$ cat src/rtl/psa_pkg.sv
package psa_pkg;
    typedef enum logic [1:0] {
        PS_IDLE   = 2'd0,
        PS_LOOKUP = 2'd1,
        PS_FILL   = 2'd2
    } psa_state_e;
endpackage

$ cat src/rtl/psa_probe.sv
// Forms the probe index from the way number and set bits, and compares tags.
module psa_probe #(
    parameter int ADDR_W = 12,
    parameter int SET_W  = 2,
    parameter int WAY_W  = 2,
    localparam int TAG_W = ADDR_W - SET_W,
    localparam int IDX_W = WAY_W + SET_W
) (
    input  logic [WAY_W-1:0]  way,
    input  logic [ADDR_W-1:0] addr,
    input  logic              line_valid,
    input  logic [TAG_W-1:0]  line_tag,
    output logic [IDX_W-1:0]  idx,
    output logic              match
);
    always_comb begin
        idx   = {way, addr[SET_W-1:0]};
        match = line_valid && (line_tag == addr[ADDR_W-1:SET_W]);
    end
endmodule

$ cat src/rtl/psa_victim_pick.sv
// Lowest-numbered empty way, or way 0 when the set is full.
module psa_victim_pick #(
    parameter int WAYS = 4,
    localparam int WAY_W = $clog2(WAYS)
) (
    input  logic [WAYS-1:0]  valid_vec,
    output logic [WAY_W-1:0] way
);
    always_comb begin
        way = '0;
        for (int w = WAYS - 1; w >= 0; w--) begin
            if (!valid_vec[w]) way = WAY_W'(w);
        end
    end
endmodule

$ cat src/rtl/psa_cache.sv
module psa_cache
    import psa_pkg::*;
#(
    parameter int ADDR_W = 12,
    parameter int DATA_W = 32,
    parameter int BLOCKS = 16,
    parameter int WAYS   = 4,
    localparam int SETS  = BLOCKS / WAYS,
    localparam int SET_W = $clog2(SETS),
    localparam int WAY_W = $clog2(WAYS),
    localparam int IDX_W = WAY_W + SET_W,
    localparam int TAG_W = ADDR_W - SET_W,
    localparam int CNT_W = WAY_W + 1
) (
    input  logic              clk,
    input  logic              rst_n,
    input  logic              req_valid,
    output logic              req_ready,
    input  logic [ADDR_W-1:0] req_addr,
    output logic              resp_valid,
    output logic              resp_hit,
    output logic [DATA_W-1:0] resp_data,
    output logic [CNT_W-1:0]  resp_probes,
    output logic              mem_req,
    output logic [ADDR_W-1:0] mem_addr,
    input  logic              mem_valid,
    input  logic [DATA_W-1:0] mem_data
);
    typedef struct packed {
        logic              valid;
        logic [TAG_W-1:0]  tag;
        logic [DATA_W-1:0] data;
    } line_t;

    typedef struct packed {
        psa_state_e               st;
        logic [ADDR_W-1:0]        addr;
        logic [WAY_W-1:0]         way;
        logic [WAY_W-1:0]         victim;
        logic                     resp_valid;
        logic                     resp_hit;
        logic [DATA_W-1:0]        resp_data;
        logic [CNT_W-1:0]         resp_probes;
        logic                     mem_req;
        line_t [BLOCKS-1:0]       lines;
    } state_t;

    state_t q, d;

    logic [IDX_W-1:0] cur_idx;
    logic [IDX_W-1:0] head_idx;
    logic [IDX_W-1:0] fill_idx;
    logic             cur_match;
    logic [WAYS-1:0]  set_valid;
    logic [WAY_W-1:0] pick_way;
    line_t            cur_line;

    assign cur_line = q.lines[cur_idx];
    assign head_idx = {WAY_W'(0), q.addr[SET_W-1:0]};
    assign fill_idx = {q.victim, q.addr[SET_W-1:0]};

    psa_probe #(.ADDR_W(ADDR_W), .SET_W(SET_W), .WAY_W(WAY_W)) u_probe (
        .way        (q.way),
        .addr       (q.addr),
        .line_valid (cur_line.valid),
        .line_tag   (cur_line.tag),
        .idx        (cur_idx),
        .match      (cur_match)
    );

    for (genvar w = 0; w < WAYS; w++) begin : g_setv
        assign set_valid[w] = q.lines[{WAY_W'(w), q.addr[SET_W-1:0]}].valid;
    end

    psa_victim_pick #(.WAYS(WAYS)) u_pick (
        .valid_vec (set_valid),
        .way       (pick_way)
    );

    always_comb begin
        d = q;
        d.resp_valid = 1'b0;
        unique case (q.st)
            PS_IDLE: begin
                if (req_valid) begin
                    d.addr = req_addr;
                    d.way  = '0;
                    d.st   = PS_LOOKUP;
                end
            end
            PS_LOOKUP: begin
                if (cur_match) begin
                    d.resp_valid  = 1'b1;
                    d.resp_hit    = 1'b1;
                    d.resp_data   = cur_line.data;
                    d.resp_probes = CNT_W'(q.way) + CNT_W'(1);
                    d.st          = PS_IDLE;
                    if (q.way != '0) begin
                        d.lines[head_idx] = cur_line;
                        d.lines[cur_idx]  = q.lines[head_idx];
                    end
                end else if (q.way == WAY_W'(WAYS - 1)) begin
                    d.victim  = pick_way;
                    d.mem_req = 1'b1;
                    d.st      = PS_FILL;
                end else begin
                    d.way = q.way + WAY_W'(1);
                end
            end
            PS_FILL: begin
                if (mem_valid) begin
                    d.mem_req               = 1'b0;
                    d.lines[fill_idx].valid = 1'b1;
                    d.lines[fill_idx].tag   = q.addr[ADDR_W-1:SET_W];
                    d.lines[fill_idx].data  = mem_data;
                    d.resp_valid            = 1'b1;
                    d.resp_hit              = 1'b0;
                    d.resp_data             = mem_data;
                    d.resp_probes           = CNT_W'(WAYS);
                    d.st                    = PS_IDLE;
                end
            end
            default: d.st = PS_IDLE;
        endcase
    end

    always_ff @(posedge clk) begin
        if (!rst_n) q <= '0;
        else        q <= d;
    end

    assign req_ready   = (q.st == PS_IDLE);
    assign resp_valid  = q.resp_valid;
    assign resp_hit    = q.resp_hit;
    assign resp_data   = q.resp_data;
    assign resp_probes = q.resp_probes;
    assign mem_req     = q.mem_req;
    assign mem_addr    = q.addr;
endmodule

$ cat config.mk
export PLATFORM = sky130hd
export DESIGN_NAME = psa_cache
export DESIGN_NICKNAME = d
export VERILOG_FILES = /design/src/rtl/psa_pkg.sv /design/src/rtl/psa_probe.sv /design/src/rtl/psa_victim_pick.sv /design/src/rtl/psa_cache.sv
export SDC_FILE = /design/constraint.sdc
export NUM_CORES = 2
export LEC_CHECK = 0
export BUFFER_PORTS_ARGS = -buffer_cell sky130_fd_sc_hd__buf_2
export CAP_MARGIN = 20
export CORE_AREA = 5 5 355 357
export CTS_BUF_LIST = sky130_fd_sc_hd__clkbuf_4
export DETAILED_ROUTE_END_ITERATION = 8
export DIE_AREA = 0 0 360 362
export GPL_TIMING_DRIVEN = 0
export HOLD_SLACK_MARGIN = 0.03
export PLACE_DENSITY_LB_ADDON = 0.25
export SYNTH_ARGS = -nofsm -noshare
export SYNTH_HDL_FRONTEND = slang
export SYNTH_HIERARCHICAL = 1
export SYNTH_SLANG_ARGS = --single-unit
$ cat constraint.sdc
create_clock -name clk -period 5.1 [get_ports clk]
set_clock_uncertainty 0.15 [all_clocks]
set_input_delay 0 -clock clk [delete_from_list [all_inputs] [get_ports clk]]
set_output_delay 0 -clock clk [all_outputs]
set_load 0.05 [all_outputs]
==> impl_metrics.csv <==
group,metric,value,unit
setup_path,worst-path-max-fanout,10,
floorplan,die-width,360,um
global_routing,global_route.usage.total,0.4625,
setup_path,rr_endpoint,"q[485]",
yosys,synth.lib_cells_used.distinct,64,
hold_path,worst_hold_path.num_cells,6,
setup_path,r2r_setup_slack,-0.15,ns
yosys,postSynthCellCount,5391,
cells_and_area,multi_input_comb_area,0.03113,mm2
yosys,synth.area.mux_share,0.2144,
timing,hold_viol,0,
floorplan,core.rowCount,129,
yosys,postSynth.topFlopCell,"dfxtp_1",
detailed_routing,route.detailed.vias_per_inst,7.444,
detailed_routing,detail_route.iter0.violations,9658,
yosys,synth.net_count,5444,
clock_tree,tritoncts,"done",
detailed_routing,routed_wl,319100,um
global_routing,antenna_violations_before_repair,24,
floorplan,io_pins,99,
place,finalWeightedCongestion,1.062,
yosys,synth_simple_gate_area_share,0.06692,
yosys,synth_top_cells_by_area,"dfxtp_1 (30%), mux2i_1 (11%), a22o_1 (9.9%), mux4_2 (8.0%), o22ai_1 (6.4%)",
pwr,static-leakage-power,19.42,nW
setup_path,max_stage_delay,0.59,ns
hold_path,worst_hold_startpoint,"rst_n",
global_routing,grt_first_pass_wirelength,429600,um
yosys,ys_seq_elements,744,
clock_tree,cts.path.max_buffers,3,
place,placement.cell_area,0.05243,mm2
global_routing,grt_max_degree,20,
global_routing,grt.overflow.total,0,
detailed_routing,route.antenna.remaining_nets,0,
global_routing,grt_pass1_vias,54019,
cells_and_area,area_delta_synth_final,16.35,%
clock_tree,cts.reportedPaths.clkPinSlew,0.07,ns
clock_tree,cts_htree_levels,4,
yosys,yosys.area_share.adder,0.001258,
floorplan,initial_core_util,0.4053,
setup_path,critPathMostFrequentCell,"buf_4",
setup_path,worst-path-buf-inv,10,
place,place.port_buffers,66,
timing,setup_viol,237,
hold_path,holdCritPathClass,"input pin to flip-flop",
detailed_routing,dr_total_vias,57218,
setup_path,critical_path_class,"flip-flop to flip-flop",
yosys,synth.largest_area_cell,"dfxtp_1",
yosys,yosys.area_share.xor_xnor,0.001762,
setup_path,timing.critical_path.to_type,"flip-flop",
timing,final_period_minus_worst_setup_slack,5.246,ns
setup_path,worstSetupStartpointType,"flip-flop",
detailed_routing,detailedRoute.firstPassIterationCount,9,
place,place_hpwl,224800,um
timing,fmax,0.1906,GHz
timing,setup_tns,-6.905,ns
timing,tightestPinTransition,1.334,ns
detailed_routing,drc,0,
cells_and_area,num-nets-final,5920,
floorplan,floorplan.die_area,0.1303,mm2
yosys,synthesis.area,0.04972,mm2
pwr,peakVddDrop,0.2885,mV
yosys,yosysWarningCount,6,
cells_and_area,finalCoreUtilization,0.4716,
pwr,pwr_density_cell,290.0,mW/mm2
detailed_routing,route.detailed.wl_per_inst,41.52,um
yosys,synth_sequential_area_ratio,0.2996,
outcome,run_status,"finished with violations",
outcome,violations_in_the_final_reports,"setup timing",
clock_tree,clk_root_buffer_cell,"clkbuf_4",
timing,finalCritPeriodShare,1.029,
timing,rsz0062_at_grt,"no",
setup_path,critical_path.top_delay_family,"buffers and inverters",
floorplan,core_area,0.1227,mm2
clock_tree,numCtsBuffers,221,
setup_path,crit_required,6.23,ns
cells_and_area,fillCellCount,11950,
timing,maxSlewViolCount,0,
yosys,dominant_combinational_cell_family_by_area_after_synthesis,"compound AO/OA/AOI/OAI gates",
setup_path,timing.reg2reg.worst_path_depth,19,
setup_path,worstPathArrival,6.37,ns
yosys,synth-compound-area-share,0.3373,
place,place_ws,-2.235,ns
cells_and_area,cell_area_after_layout,0.05785,mm2
hold_path,hold_ep,"q[513]",
run,max_cap_viol_count,0,
setup_path,timing.rr.start,"q[729]",
clock_tree,cts_num_sinks,744,
setup_path,timing.critical_path.cells,"buf_4 -> buf_4 -> buf_4 -> buf_6 -> buf_6 -> buf_4 -> buf_4 -> o211ai_1 -> o21ai_1 -> xnor2_1 -> nand4_1 -> nor3_4 -> nor2b_4 -> o21a_4 -> buf_12 -> buf_4 -> a21boi_2 -> buf_2 -> a22o_1",
setup_path,critical-path-slowest-cell,"buf_2",
timing,slack_of_the_critical_path,-0.1462,ns
yosys,synth.avg_cell_area,9.222,um2
clock_tree,clk_latency,1.35,ns
cells_and_area,seqCellArea,0.01490,mm2
yosys,synth_most_common_cell,"dfxtp_1",
timing,timing.slew.headroom,0.1104,
floorplan,floorplan.die.height,362,um
yosys,synth_common_cells,"dfxtp_1 (744), mux2i_1 (567), a22o_1 (562)",
yosys,asyncSetResetFlopFracSynth,0,
yosys,synth_top_area_frac,0.2996,
yosys,synth-edff-count,0,
cells_and_area,final_layout_size_suffix_gt1_frac,0.2048,
==> power breakdown <==
part	leakage, nW	total [W]	internal (W)	switching [W]
sequential	5.99	0.00587	0.00583	0.0000378
clock	1.62	0.00609	0.00296	0.00313
combinational	11.8	0.00482	0.00110	0.00372
==> state kept, by name, indices dropped and copies added, names as in the netlist <==
signal	cells
mem_addr	12
q	692
resp_valid	1
fill_idx	2
resp_probes	3
mem_req	1
resp_data	32
resp_hit	1
==> layout by cell type (no fill, tap or decap), types with 19 or more instances in the layout <==
cell type,instances
clkbuf_1,323
buf_2,252
o21a_1,50
nand2_1,311
clkbuf_2,22
a221oi_1,161
a22o_1,562
buf_1,20
dlygate4sd3_1,132
nor2_1,32
mux2i_1,557
a21oi_1,186
o22ai_1,505
dfxtp_1,742
nor2b_1,175
clkinv_1,59
buf_8,24
clkbuf_8,19
o21ai_1,30
o211ai_1,348
mux4_2,177
o21ai_0,252
mux2_2,74
buf_6,45
nand2b_1,34
diode_2,19
buf_4,176
clkbuf_4,339
a22oi_1,177
==> per-stage QoR <==
stage | hold slack [ns] | cells | total power (W)
3_5_place_dp | 0.1169 | 7114 | 0.01011
4_1_cts | 0.06144 | 7645 | 0.01632
5_1_grt | 0.1341 | 7673 | 0.01690
2_1_floorplan | -0.005088 | 5391 | 0.008020
3_3_place_gp | 0.1088 | 7094 | 0.01006
6_report | 0.1369 | 7686 | 0.01678
==> layout make-up <==
class	instances	share of cell area
plain buffers	793	0.07908
multi-input cells	3832	0.5382
clock buffers	314	0.04075
inverters	17	0.001103
clock inverters	72	0.006467
repair buffers	258	0.04060
diodes	19	0.0008219
flip-flops and latches	744	0.2576
well taps	1637	0.03541
==> worst reg2reg max path, stage by stage (launching register included) <==
cell and delay (ns):
dfxtp_1 0.35, buf_4 0.20, buf_4 0.22, buf_4 0.28, buf_6 0.26, buf_6 0.27, buf_4 0.28, buf_4 0.25
o211ai_1 0.12, o21ai_1 0.20, xnor2_1 0.19, nand4_1 0.18, nor3_4 0.09, nor2b_4 0.14, o21a_4 0.24, buf_12 0.17
buf_4 0.22, a21boi_2 0.59, buf_2 0.59, a22o_1 0.25
==> routing by layer <==
metal  track usage  wire [um]  up-vias
met5       0.01670        296        -
met4        0.3306      26400       14
met3        0.2023      45010     1463
met2        0.6679     131600     5091
met1        0.5469     115800    28291
li1              -          -    22359
==> cell families (layout without fill, tap and decap cells) <==
logic type | after synthesis | count (layout)
DFF | 744 | 744
adders and majority gates | 5 | 5
AOI/OAI and AO/OA | 2339 | 2339
and+or+nand+nor | 648 | 648
buffers and inverters | 815 | 1454
other | 0 | 19
muxes | 830 | 830
xor gates and xnor gates | 10 | 10
==> worst max-delay path by stage <==
| stage | from | end | slack (ns) | cells after the start |
|---|---|---|---|---|
| final | q[729] | q[485] | -0.15 | 19 |
| after global routing | mem_addr[1] | q[47] | 0.03 | 18 |
| after CTS | mem_addr[1] | q[63] | 0.01 | 20 |
| after detailed placement | mem_addr[0] | q[88] | -2.23 | 19 |
| after global placement | mem_addr[0] | q[169] | -2.65 | 18 |
| after floorplan | mem_addr[0] | q[216] | 1.13 | 19 |
==> repair_timing <==
action	CTS	global route
setup endpoints to repair	728	697
gates cloned	0	0
hold buffers	132	0
endpoints found under the hold margin	720	0
setup buffers	17	15
pin swaps	3	4
resized for setup	285	49
(Power assumes the default switching activity.)
